===== src/rtl/hpt_pkg.sv =====
package hpt_pkg;

  typedef enum logic [1:0] {
    OP_NONE     = 2'b00,
    OP_STEP_IN  = 2'b01,
    OP_STEP_OUT = 2'b10,
    OP_SETTLE   = 2'b11
  } hptOp_e;

  // strobes from control to datapath
  typedef struct packed {
    logic accept;
    logic isStep;
  } hptStrobe_t;

  function automatic int maxOf(input int a, input int b);
    return (a > b) ? a : b;
  endfunction

endpackage


===== src/rtl/hpt_datapath.sv =====
module hpt_datapath
  import hpt_pkg::*;
#(
  parameter int STEP_CYC   = 40,
  parameter int SETTLE_CYC = 40,
  parameter int LOAD_CYC   = 240,
  parameter int UNIT_CYC   = 680,
  parameter int UNLOAD_CYC = 1280,
  parameter int PULSE_CYC  = 2,
  parameter int CW         = 11
) (
  input  logic       clk,
  input  logic       rstN,
  input  hptStrobe_t strobe,
  input  logic       unitSel,
  input  logic       unitEnable,
  input  logic       busy,
  input  logic       headLoad,
  output logic       unitChange,
  output logic       busyExpire,
  output logic       idleExpire,
  output logic       readyZero,
  output logic       stepPulse
);

  localparam logic [CW-1:0] STEP_V    = CW'(STEP_CYC);
  localparam logic [CW-1:0] SETTLE_V  = CW'(SETTLE_CYC);
  localparam logic [CW-1:0] STEPSET_V = CW'(STEP_CYC + SETTLE_CYC);
  localparam logic [CW-1:0] LOAD_V    = CW'(LOAD_CYC);
  localparam logic [CW-1:0] UNIT_V    = CW'(UNIT_CYC);
  localparam logic [CW-1:0] UNLOAD_V  = CW'(UNLOAD_CYC);
  localparam logic [CW-1:0] PULSE_V   = CW'(PULSE_CYC);

  logic [CW-1:0] readyCnt, busyCnt, idleCnt, pulseCnt;
  logic [CW-1:0] readyDec, stepReq, reqFloor, readyNew;
  logic          unitReg, countIdle;

  always_comb begin
    readyDec = (readyCnt == '0) ? '0 : readyCnt - CW'(1);
    stepReq  = strobe.isStep ? STEPSET_V : SETTLE_V;
    reqFloor = (!headLoad && (LOAD_V > stepReq)) ? LOAD_V : stepReq;
    readyNew = (readyDec > reqFloor) ? readyDec : reqFloor;
  end

  assign unitChange = (unitSel != unitReg);
  assign countIdle  = headLoad && !busy && unitEnable;
  assign busyExpire = (busyCnt == CW'(1));
  assign idleExpire = countIdle && (idleCnt == CW'(1));
  assign readyZero  = (readyCnt == '0);
  assign stepPulse  = (pulseCnt != '0);

  always_ff @(posedge clk or negedge rstN) begin
    if (!rstN) begin
      unitReg  <= 1'b0;
      readyCnt <= '0;
      busyCnt  <= '0;
      idleCnt  <= '0;
      pulseCnt <= '0;
    end else begin
      unitReg <= unitSel;

      if (unitChange)        readyCnt <= UNIT_V;
      else if (strobe.accept) readyCnt <= readyNew;
      else                   readyCnt <= readyDec;

      if (strobe.accept)       busyCnt <= strobe.isStep ? STEP_V : readyNew;
      else if (busyCnt != '0)  busyCnt <= busyCnt - CW'(1);

      if (strobe.accept)                    idleCnt <= UNLOAD_V;
      else if (countIdle && idleCnt != '0)  idleCnt <= idleCnt - CW'(1);

      if (strobe.accept && strobe.isStep)   pulseCnt <= PULSE_V;
      else if (pulseCnt != '0)              pulseCnt <= pulseCnt - CW'(1);
    end
  end

endmodule


===== src/rtl/hpt_control.sv =====
module hpt_control
  import hpt_pkg::*;
(
  input  logic       clk,
  input  logic       rstN,
  input  logic       cmdValid,
  input  logic [1:0] cmdOp,
  input  logic       unitEnable,
  input  logic       unitChange,
  input  logic       busyExpire,
  input  logic       idleExpire,
  output hptStrobe_t strobe,
  output logic       busy,
  output logic       done,
  output logic       irq,
  output logic       stepDir,
  output logic       headLoad,
  output logic       illegalCmd
);

  hptOp_e op;
  logic   accept, isStep, lastStep;

  assign op     = hptOp_e'(cmdOp);
  assign accept = cmdValid && !busy && unitEnable && !unitChange && (op != OP_NONE);
  assign isStep = (op == OP_STEP_IN) || (op == OP_STEP_OUT);

  assign strobe.accept = accept;
  assign strobe.isStep = isStep;

  always_ff @(posedge clk or negedge rstN) begin
    if (!rstN) begin
      busy       <= 1'b0;
      done       <= 1'b0;
      irq        <= 1'b0;
      stepDir    <= 1'b0;
      headLoad   <= 1'b0;
      illegalCmd <= 1'b0;
      lastStep   <= 1'b0;
    end else begin
      done <= busyExpire;
      irq  <= busyExpire && lastStep;

      if (accept)          busy <= 1'b1;
      else if (busyExpire) busy <= 1'b0;

      if (accept) begin
        lastStep <= isStep;
        if (isStep) stepDir <= (op == OP_STEP_IN);
      end

      if (!unitEnable || unitChange) headLoad <= 1'b0;
      else if (accept)               headLoad <= 1'b1;
      else if (idleExpire)           headLoad <= 1'b0;

      if (accept)        illegalCmd <= 1'b0;
      else if (cmdValid) illegalCmd <= 1'b1;
    end
  end

endmodule


===== src/rtl/head_pos_timer.sv =====
module head_pos_timer
  import hpt_pkg::*;
#(
  parameter int TICKS_PER_MS = 4,
  parameter int STEP_MS      = 10,
  parameter int SETTLE_MS    = 10,
  parameter int LOAD_MS      = 60,
  parameter int UNIT_MS      = 170,
  parameter int UNLOAD_MS    = 320,
  parameter int PULSE_TICKS  = 2
) (
  input  logic       clk,
  input  logic       rstN,
  input  logic       cmdValid,
  input  logic [1:0] cmdOp,
  input  logic       unitSel,
  input  logic       unitEnable,
  output logic       stepPulse,
  output logic       stepDir,
  output logic       headLoad,
  output logic       headReady,
  output logic       busy,
  output logic       done,
  output logic       irq,
  output logic       illegalCmd
);

  localparam int STEP_CYC   = STEP_MS * TICKS_PER_MS;
  localparam int SETTLE_CYC = SETTLE_MS * TICKS_PER_MS;
  localparam int LOAD_CYC   = LOAD_MS * TICKS_PER_MS;
  localparam int UNIT_CYC   = UNIT_MS * TICKS_PER_MS;
  localparam int UNLOAD_CYC = UNLOAD_MS * TICKS_PER_MS;
  localparam int MAX_CYC    = maxOf(maxOf(maxOf(STEP_CYC + SETTLE_CYC, LOAD_CYC),
                                          maxOf(UNIT_CYC, UNLOAD_CYC)), PULSE_TICKS);
  localparam int CW         = $clog2(MAX_CYC + 1);

  hptStrobe_t strobe;
  logic       unitChange, busyExpire, idleExpire, readyZero;

  hpt_control u_control (
    .clk        (clk),
    .rstN       (rstN),
    .cmdValid   (cmdValid),
    .cmdOp      (cmdOp),
    .unitEnable (unitEnable),
    .unitChange (unitChange),
    .busyExpire (busyExpire),
    .idleExpire (idleExpire),
    .strobe     (strobe),
    .busy       (busy),
    .done       (done),
    .irq        (irq),
    .stepDir    (stepDir),
    .headLoad   (headLoad),
    .illegalCmd (illegalCmd)
  );

  hpt_datapath #(
    .STEP_CYC   (STEP_CYC),
    .SETTLE_CYC (SETTLE_CYC),
    .LOAD_CYC   (LOAD_CYC),
    .UNIT_CYC   (UNIT_CYC),
    .UNLOAD_CYC (UNLOAD_CYC),
    .PULSE_CYC  (PULSE_TICKS),
    .CW         (CW)
  ) u_datapath (
    .clk        (clk),
    .rstN       (rstN),
    .strobe     (strobe),
    .unitSel    (unitSel),
    .unitEnable (unitEnable),
    .busy       (busy),
    .headLoad   (headLoad),
    .unitChange (unitChange),
    .busyExpire (busyExpire),
    .idleExpire (idleExpire),
    .readyZero  (readyZero),
    .stepPulse  (stepPulse)
  );

  assign headReady = headLoad && readyZero;

endmodule


===== config.mk =====
export PLATFORM = sky130hd
export DESIGN_NAME = head_pos_timer
export DESIGN_NICKNAME = d
export VERILOG_FILES = /design/src/rtl/hpt_pkg.sv /design/src/rtl/hpt_datapath.sv /design/src/rtl/hpt_control.sv /design/src/rtl/head_pos_timer.sv
export SDC_FILE = /design/constraint.sdc
export NUM_CORES = 1
export LEC_CHECK = 0
export CAP_MARGIN = 40
export CORE_MARGIN = 1
export CORE_UTILIZATION = 45
export DETAILED_ROUTE_END_ITERATION = 12
export HOLD_SLACK_MARGIN = 0.1
export PLACE_DENSITY = 0.71
export SYNTH_ARGS = -nofsm -noshare
export SYNTH_HDL_FRONTEND = slang
export SYNTH_SLANG_ARGS = --single-unit

===== constraint.sdc =====
create_clock -name clk -period 4.4 [get_ports clk]
set_input_delay 0.88 -clock clk [delete_from_list [all_inputs] [get_ports clk]]
set_output_delay 0.88 -clock clk [all_outputs]
set_load 0.02 [all_outputs]

==> impl_metrics.csv, run 1 <==
group,metric,value,unit
place,gp_congestion,0.895,
timing,tightest_slew,0.646,ns
layout,antenna-diode-count,0,
global_routing,grtUsageTotal,0.202,
global_routing,grt_pass1_vias,2377,
layout,fillers,591,
logic_synthesis,yosysMostFrequentCell,"dfrtp_1",
logic_synthesis,yosys-top-cells-count,"52 x dfrtp_1, 38 x nor2_1, 35 x nand2_1, 18 x xnor2_1, 16 x inv_1",
critical_path,cp_data_arrival_time,4.25,ns
route,drt_iter0_markers,148,
timing,setup_viol,0,
layout,drive_above_1_share,0.0762,
floorplan,core,6390,um^2
clocking,clk_pin_slew,0.10,ns
global_routing,overflow,0,
timing,whs,0.491,ns
min_path,whs_endpoint,"u_control.lastStep",
critical_path,worstSetupStartpoint,"u_datapath.readyCnt[0]",
floorplan,die_h,83.6,um
layout,final_cell_area,3400,um^2
logic_synthesis,synth_edf_count,0,
logic_synthesis,synthDominantCellAreaShare,0.434,
timing,finalMaxSlewViolations,0,
clocking,cts_tree,"yes",
global_routing,grt_max_degree,53,
logic_synthesis,syn_nets,340,
clocking,cts.path.max_buffers,2,
place,dp_hpwl,4780,um
logic_synthesis,synth-seq-cells,52,
min_path,hp-class,"flip-flop to flip-flop",
logic_synthesis,yosys-top-cells-area,"dfrtp_1 43%, ha_1 5.4%, xnor2_1 5.3%, nor2_1 4.8%, nand2_1 4.4%",
clocking,cts_made_buffers,5,
critical_path,r2r_cells,12,
critical_path,start_kind,"flip-flop",
logic_synthesis,synth_ff_type,"dfrtp_1",
logic_synthesis,ys_types,59,
logic_synthesis,synth_area,3000,um^2
logic_synthesis,ys_seq_area_frac,0.434,
logic_synthesis,async_flop_share,1.00,
route,wire_per_inst,15.6,um
logic_synthesis,syn_avg_cell_area,9.37,um^2
clocking,clock-sinks,52,
route,ant_nets,0,
place,dpl-instance-area,3240,um^2
min_path,whs_path_depth,2,
layout,final_nets,360,
critical_path,reg2reg_from,"u_datapath.readyCnt[0]",
floorplan,die_x,83.6,um
timing,rsz0062_at_grt,"false",
logic_synthesis,synthCells,320,
critical_path,r2r_slack,0.38,ns
critical_path,r2r_end,"u_datapath.busyCnt[4]",
floorplan,initial_core_util,0.470,
min_path,min_from,"u_control.lastStep",
pwr,p_leak,1.52,nW
clocking,ctsHtreeMaxLevel,2,
layout,synthToLayoutAreaGrowth,13.4,%
floorplan,dieArea,6990,um^2
clocking,post_cts_resized,0,
route,drc,0,
timing,min_period,4.02,ns
timing,post-route-period-util,0.914,
timing,fin_skew,0.00982,ns
route,drtPass1Iterations,5,
pwr,p_per_area,330,nW/um^2
timing,hold_viol,0,
place,io_buffers,14,
global_routing,grt_pass1_wl,11400,um
place,placedCellCount,410,
route,viasPerCell,5.82,
clocking,clk_latency,0.31,ns
timing,fmax,249,MHz
critical_path,critPathRequiredTime,4.63,ns
floorplan,pin_count,15,
clocking,cts-root-buf,"clkbuf_8",
job,cap_violations,0,
pwr,power,0.00112,W
critical_path,worst-setup-path-type,"flip-flop to flip-flop",
global_routing,antenna_found_initial,0,
pwr,max-vdd-ir-drop,217,uV
logic_synthesis,synth_top_area_cell,"dfrtp_1",
timing,timing.setup.tns,0,ns
route,route.vias.total,2431,
critical_path,critPathMaxFanout,5,
clocking,cts_setup_buffers,0,
floorplan,rows,29,
critical_path,crit_path_end_kind,"flip-flop",
layout,finalNonFillerCells,418,
logic_synthesis,yosysWarnings,0,
outcome,outcome,"complete, no violations",
route,drt_wl_total,6540,um
clocking,holdBufCountCts,0,
timing,slew_headroom,0.565,
[per-layer routing]
| metal | part of all wire | routed length [um] | global-route usage |
|---|---|---|---|
| met2 | 0.48 | 3110 | 0.330 |
| met1 | 0.47 | 3080 | 0.282 |
| met4 | 0.0067 | 44 | 0.0478 |
| met5 | 0 | 0 | 0 |
| met3 | 0.047 | 307 | 0.0336 |
[worst max-delay path by stage]
stage	endpoint	cells past startpoint	slack, ns
after floorplan	u_datapath.busyCnt[4]	10	1.06
after CTS	u_datapath.busyCnt[6]	12	0.44
after global routing	u_datapath.busyCnt[6]	12	0.19
final	u_datapath.busyCnt[4]	12	0.38
after global placement	u_datapath.busyCnt[6]	11	0.35
after detailed placement	u_datapath.busyCnt[4]	10	0.22
[power breakdown]
| part | switching [W] | leakage [nW] | internal, W | total, W |
|---|---|---|---|---|
| Sequential | 0.0000233 | 0.625 | 0.000494 | 0.000517 |
| Clock | 0.000164 | 0.0784 | 0.000284 | 0.000448 |
| Combinational | 0.0000984 | 0.816 | 0.0000594 | 0.000158 |
[layout make-up]
type / count / area (um^2) / area share
clock buffers: 5 / 68.8 / 0.0202
clock inverters: 3 / 90.1 / 0.0265
inverters: 16 / 60.1 / 0.0177
multi-input cells: 246 / 1610 / 0.474
flip-flops and latches: 52 / 1300 / 0.382
well taps: 77 / 96.3 / 0.0283
repair buffers: 19 / 173 / 0.0508
[critical path, stage by stage, from the launching register on]
cell	delay [ns]
dfrtp_1	0.47
inv_1	0.09
ha_1	0.20
nor2b_1	0.32
nand3_1	0.22
nor4_1	0.54
a21oi_1	0.22
ha_1	0.27
a211oi_1	0.29
a21boi_0	0.26
a221o_1	0.46
or4_4	0.51
o211ai_1	0.11
[layout by cell type, fill, tap and decap left out, drive strengths merged, types with 3 or more instances in the layout]
master,count
and3,4
nand3b,3
ha,13
nor2,39
or4,6
nor4,6
o211ai,6
clkdlybuf4s50,13
a211oi,4
a21oi,10
nand2b,3
xor2,11
o21ai,10
nand3,9
and2,6
nor3,11
clkbuf,5
or3,5
nor2b,6
buf,6
o31ai,3
inv,16
dfrtp,52
a31oi,5
bufinv,3
nand2,35
xnor2,18
[logic make-up (layout without fill, tap and decap cells)]
kind of cell | Yosys count | after routing | share of synthesized area
buf+inv | 22 | 43 | 0.0284
fa+ha+maj | 13 | 13 | 0.0542
compound gates | 60 | 60 | 0.141
xor+xnor | 29 | 29 | 0.0847
simple gates | 142 | 142 | 0.251
flops | 52 | 52 | 0.434
mux | 2 | 2 | 0.00709
[registers in the layout, indices dropped and copies added (netlist names)]
| name | count |
|---|---|
| u_datapath.busyCnt | 11 |
| u_control.irq | 1 |
| u_datapath.pulseCnt | 11 |
| u_control.stepDir | 1 |
| u_datapath.readyCnt | 11 |
| u_control.done | 1 |
| u_datapath.idleCnt | 11 |
| u_control.illegalCmd | 1 |
| u_control.busy | 1 |
| u_control.lastStep | 1 |
| u_datapath.unitReg | 1 |
| u_control.headLoad | 1 |
[metrics by stage]
step / utilization / setup slack (ns)
after floorplan: - / 1.06
after global placement: 0.508 / 0.345
after detailed placement: 0.508 / 0.224
after CTS: 0.533 / 0.443
after global routing: 0.533 / 0.195
final: 0.533 / 0.380
(Power assumes the default switching activity.)
==> run 2, diff against run 1 <==
- TNS_END_PERCENT: default -> 5
- clock period: 4.4 -> 4.05 ns (I/O delays scaled with it)
==> impl_metrics.csv, run 2 (synthesized netlist as in run 1, its figures left out) <==
group,metric,value,unit
critical_path,critical-path-top-cell-by-count,"ha_1",
pwr,max-vdd-ir-drop,182,uV
job,cap_violations,0,
timing,fmax,271,MHz
critical_path,worst-setup-path-type,"input port to flip-flop",
layout,drive_above_1_share,0.105,
global_routing,antenna_found_initial,0,
pwr,p_per_area,315,nW/um^2
critical_path,slowest_stage,"or4_4",
critical_path,start_kind,"input port",
clocking,ctsHtreeMaxLevel,2,
route,wire_per_inst,15.7,um
layout,antenna-diode-count,0,
route,drt_wl_total,6730,um
place,dp_hpwl,5100,um
floorplan,dieArea,6990,um^2
clocking,cts.path.max_buffers,2,
floorplan,initial_core_util,0.470,
critical_path,critPathRequiredTime,4.28,ns
floorplan,pin_count,15,
timing,layout_setup_ws,0.361,ns
clocking,holdBufCountCts,0,
clocking,cts_made_buffers,5,
min_path,hp-class,"input port to asynchronous set/reset pin",
pwr,p_leak,1.55,nW
critical_path,crit_chain,"clkdlybuf4s50_1 -> inv_1 -> ha_1 -> nor2b_1 -> ha_1 -> a211oi_1 -> a21boi_0 -> a221o_1 -> or4_4 -> o211ai_1",
layout,synthToLayoutAreaGrowth,14.7,%
floorplan,core,6390,um^2
timing,whs,0.464,ns
route,route.vias.total,2455,
global_routing,grt_pass1_vias,2368,
outcome,outcome,"complete, no violations",
floorplan,die_h,83.6,um
clocking,post_cts_resized,0,
floorplan,die_x,83.6,um
global_routing,overflow,0,
timing,rsz0062_at_grt,"false",
place,post-place-ws,0.0930,ns
clocking,cts_setup_buffers,0,
clocking,cts_tree,"yes",
route,viasPerCell,5.72,
layout,final_nets,371,
timing,setup_viol,0,
place,gp_congestion,0.854,
timing,timing.setup.tns,0,ns
clocking,clk_latency,0.32,ns
global_routing,grtUsageTotal,0.203,
floorplan,rows,29,
place,io_buffers,14,
timing,finalMaxSlewViolations,0,
timing,tightest_slew,0.596,ns
timing,hold_viol,0,
critical_path,crit_path_end_kind,"flip-flop",
timing,fin_skew,0.00731,ns
route,ant_nets,0,
route,drc,0,
global_routing,grt_max_degree,24,
timing,min_period,3.69,ns
critical_path,slowest_delay,0.51,ns
clocking,clock-sinks,52,
layout,layout_commonest_cell,"dfrtp_1",
critical_path,cp_data_arrival_time,3.92,ns
route,drt_iter0_markers,148,
timing,slew_headroom,0.599,
layout,layout_common_cells,"52 x dfrtp_1, 38 x nor2_1, 35 x nand2_1",
clocking,clk_pin_slew,0.10,ns
critical_path,critPathMaxFanout,4,
timing,post-route-period-util,0.911,
route,drtPass1Iterations,4,
clocking,cts-root-buf,"clkbuf_8",
global_routing,grt_pass1_wl,11300,um
==> run 2: cell types whose count changed in the layout (fill, tap and decap cells not counted) <==
cell and delta:
buf_16 +1, buf_4 +10, bufinv_16 -3, clkinvlp_4 +1, inv_6 +2
==> run 2: worst paths after layout <==
check	from	to	slack (ns)	cells after the start
min	rstN	u_control.busy	0.46	1
max	cmdOp[0]	u_datapath.busyCnt[4]	0.36	10
max reg2reg	u_datapath.readyCnt[0]	u_datapath.busyCnt[4]	0.38	13
min reg2reg	u_control.lastStep	u_control.lastStep	0.49	2
max in group asynchronous	rstN	u_datapath.busyCnt[10]	2.89	3
min in group clk	u_control.lastStep	u_control.lastStep	0.49	2
==> run 2: layer usage <==
| metal | part of all wire | routed length, um | track usage | up-vias |
|---|---|---|---|---|
| met5 | 0 | 0 | 0 | - |
| met4 | 0.017 | 113 | 0.0616 | 0 |
| met3 | 0.041 | 279 | 0.0366 | 11 |
| met2 | 0.47 | 3160 | 0.330 | 58 |
| met1 | 0.47 | 3170 | 0.277 | 1182 |
| li1 | - | - | - | 1204 |
==> run 2: through the flow <==
step	cell area, um^2	std cells	total power [W]	utilization
after global routing	3440	429	0.00113	0.539
final	3440	429	0.00108	0.539
after detailed placement	3350	421	0.000773	0.524
after floorplan	3000	320	0.000679	-
after global placement	3320	420	0.000766	0.520
after CTS	3440	429	0.00109	0.539
==> run 2: worst max-delay path: cells and delay by family <==
kind            cells  cell delay (ns)
compound gates      4             1.12
simple gates        2             0.81
fa+ha+maj           2             0.65
buf+inv             2             0.53
==> run 2: report_power, final <==
group / internal, W / total (W) / leakage [nW] / switching, W
Combinational: 0.0000864 / 0.000205 / 0.879 / 0.000118
Clock: 0.000126 / 0.000317 / 0.0452 / 0.000190
Sequential: 0.000536 / 0.000562 / 0.625 / 0.0000252
Total: 0.000749 / 0.00108 / 1.55 / 0.000334
==> run 2: final cells by class <==
cell class | count | area (um^2)
fill | 598 | 2950
tap | 77 | 96.3
timing repair buffer | 30 | 275
clock inverter | 3 | 25.0
multi-input combinational | 246 | 1610
clock buffer | 5 | 68.8
inverter | 16 | 60.1
sequential | 52 | 1300
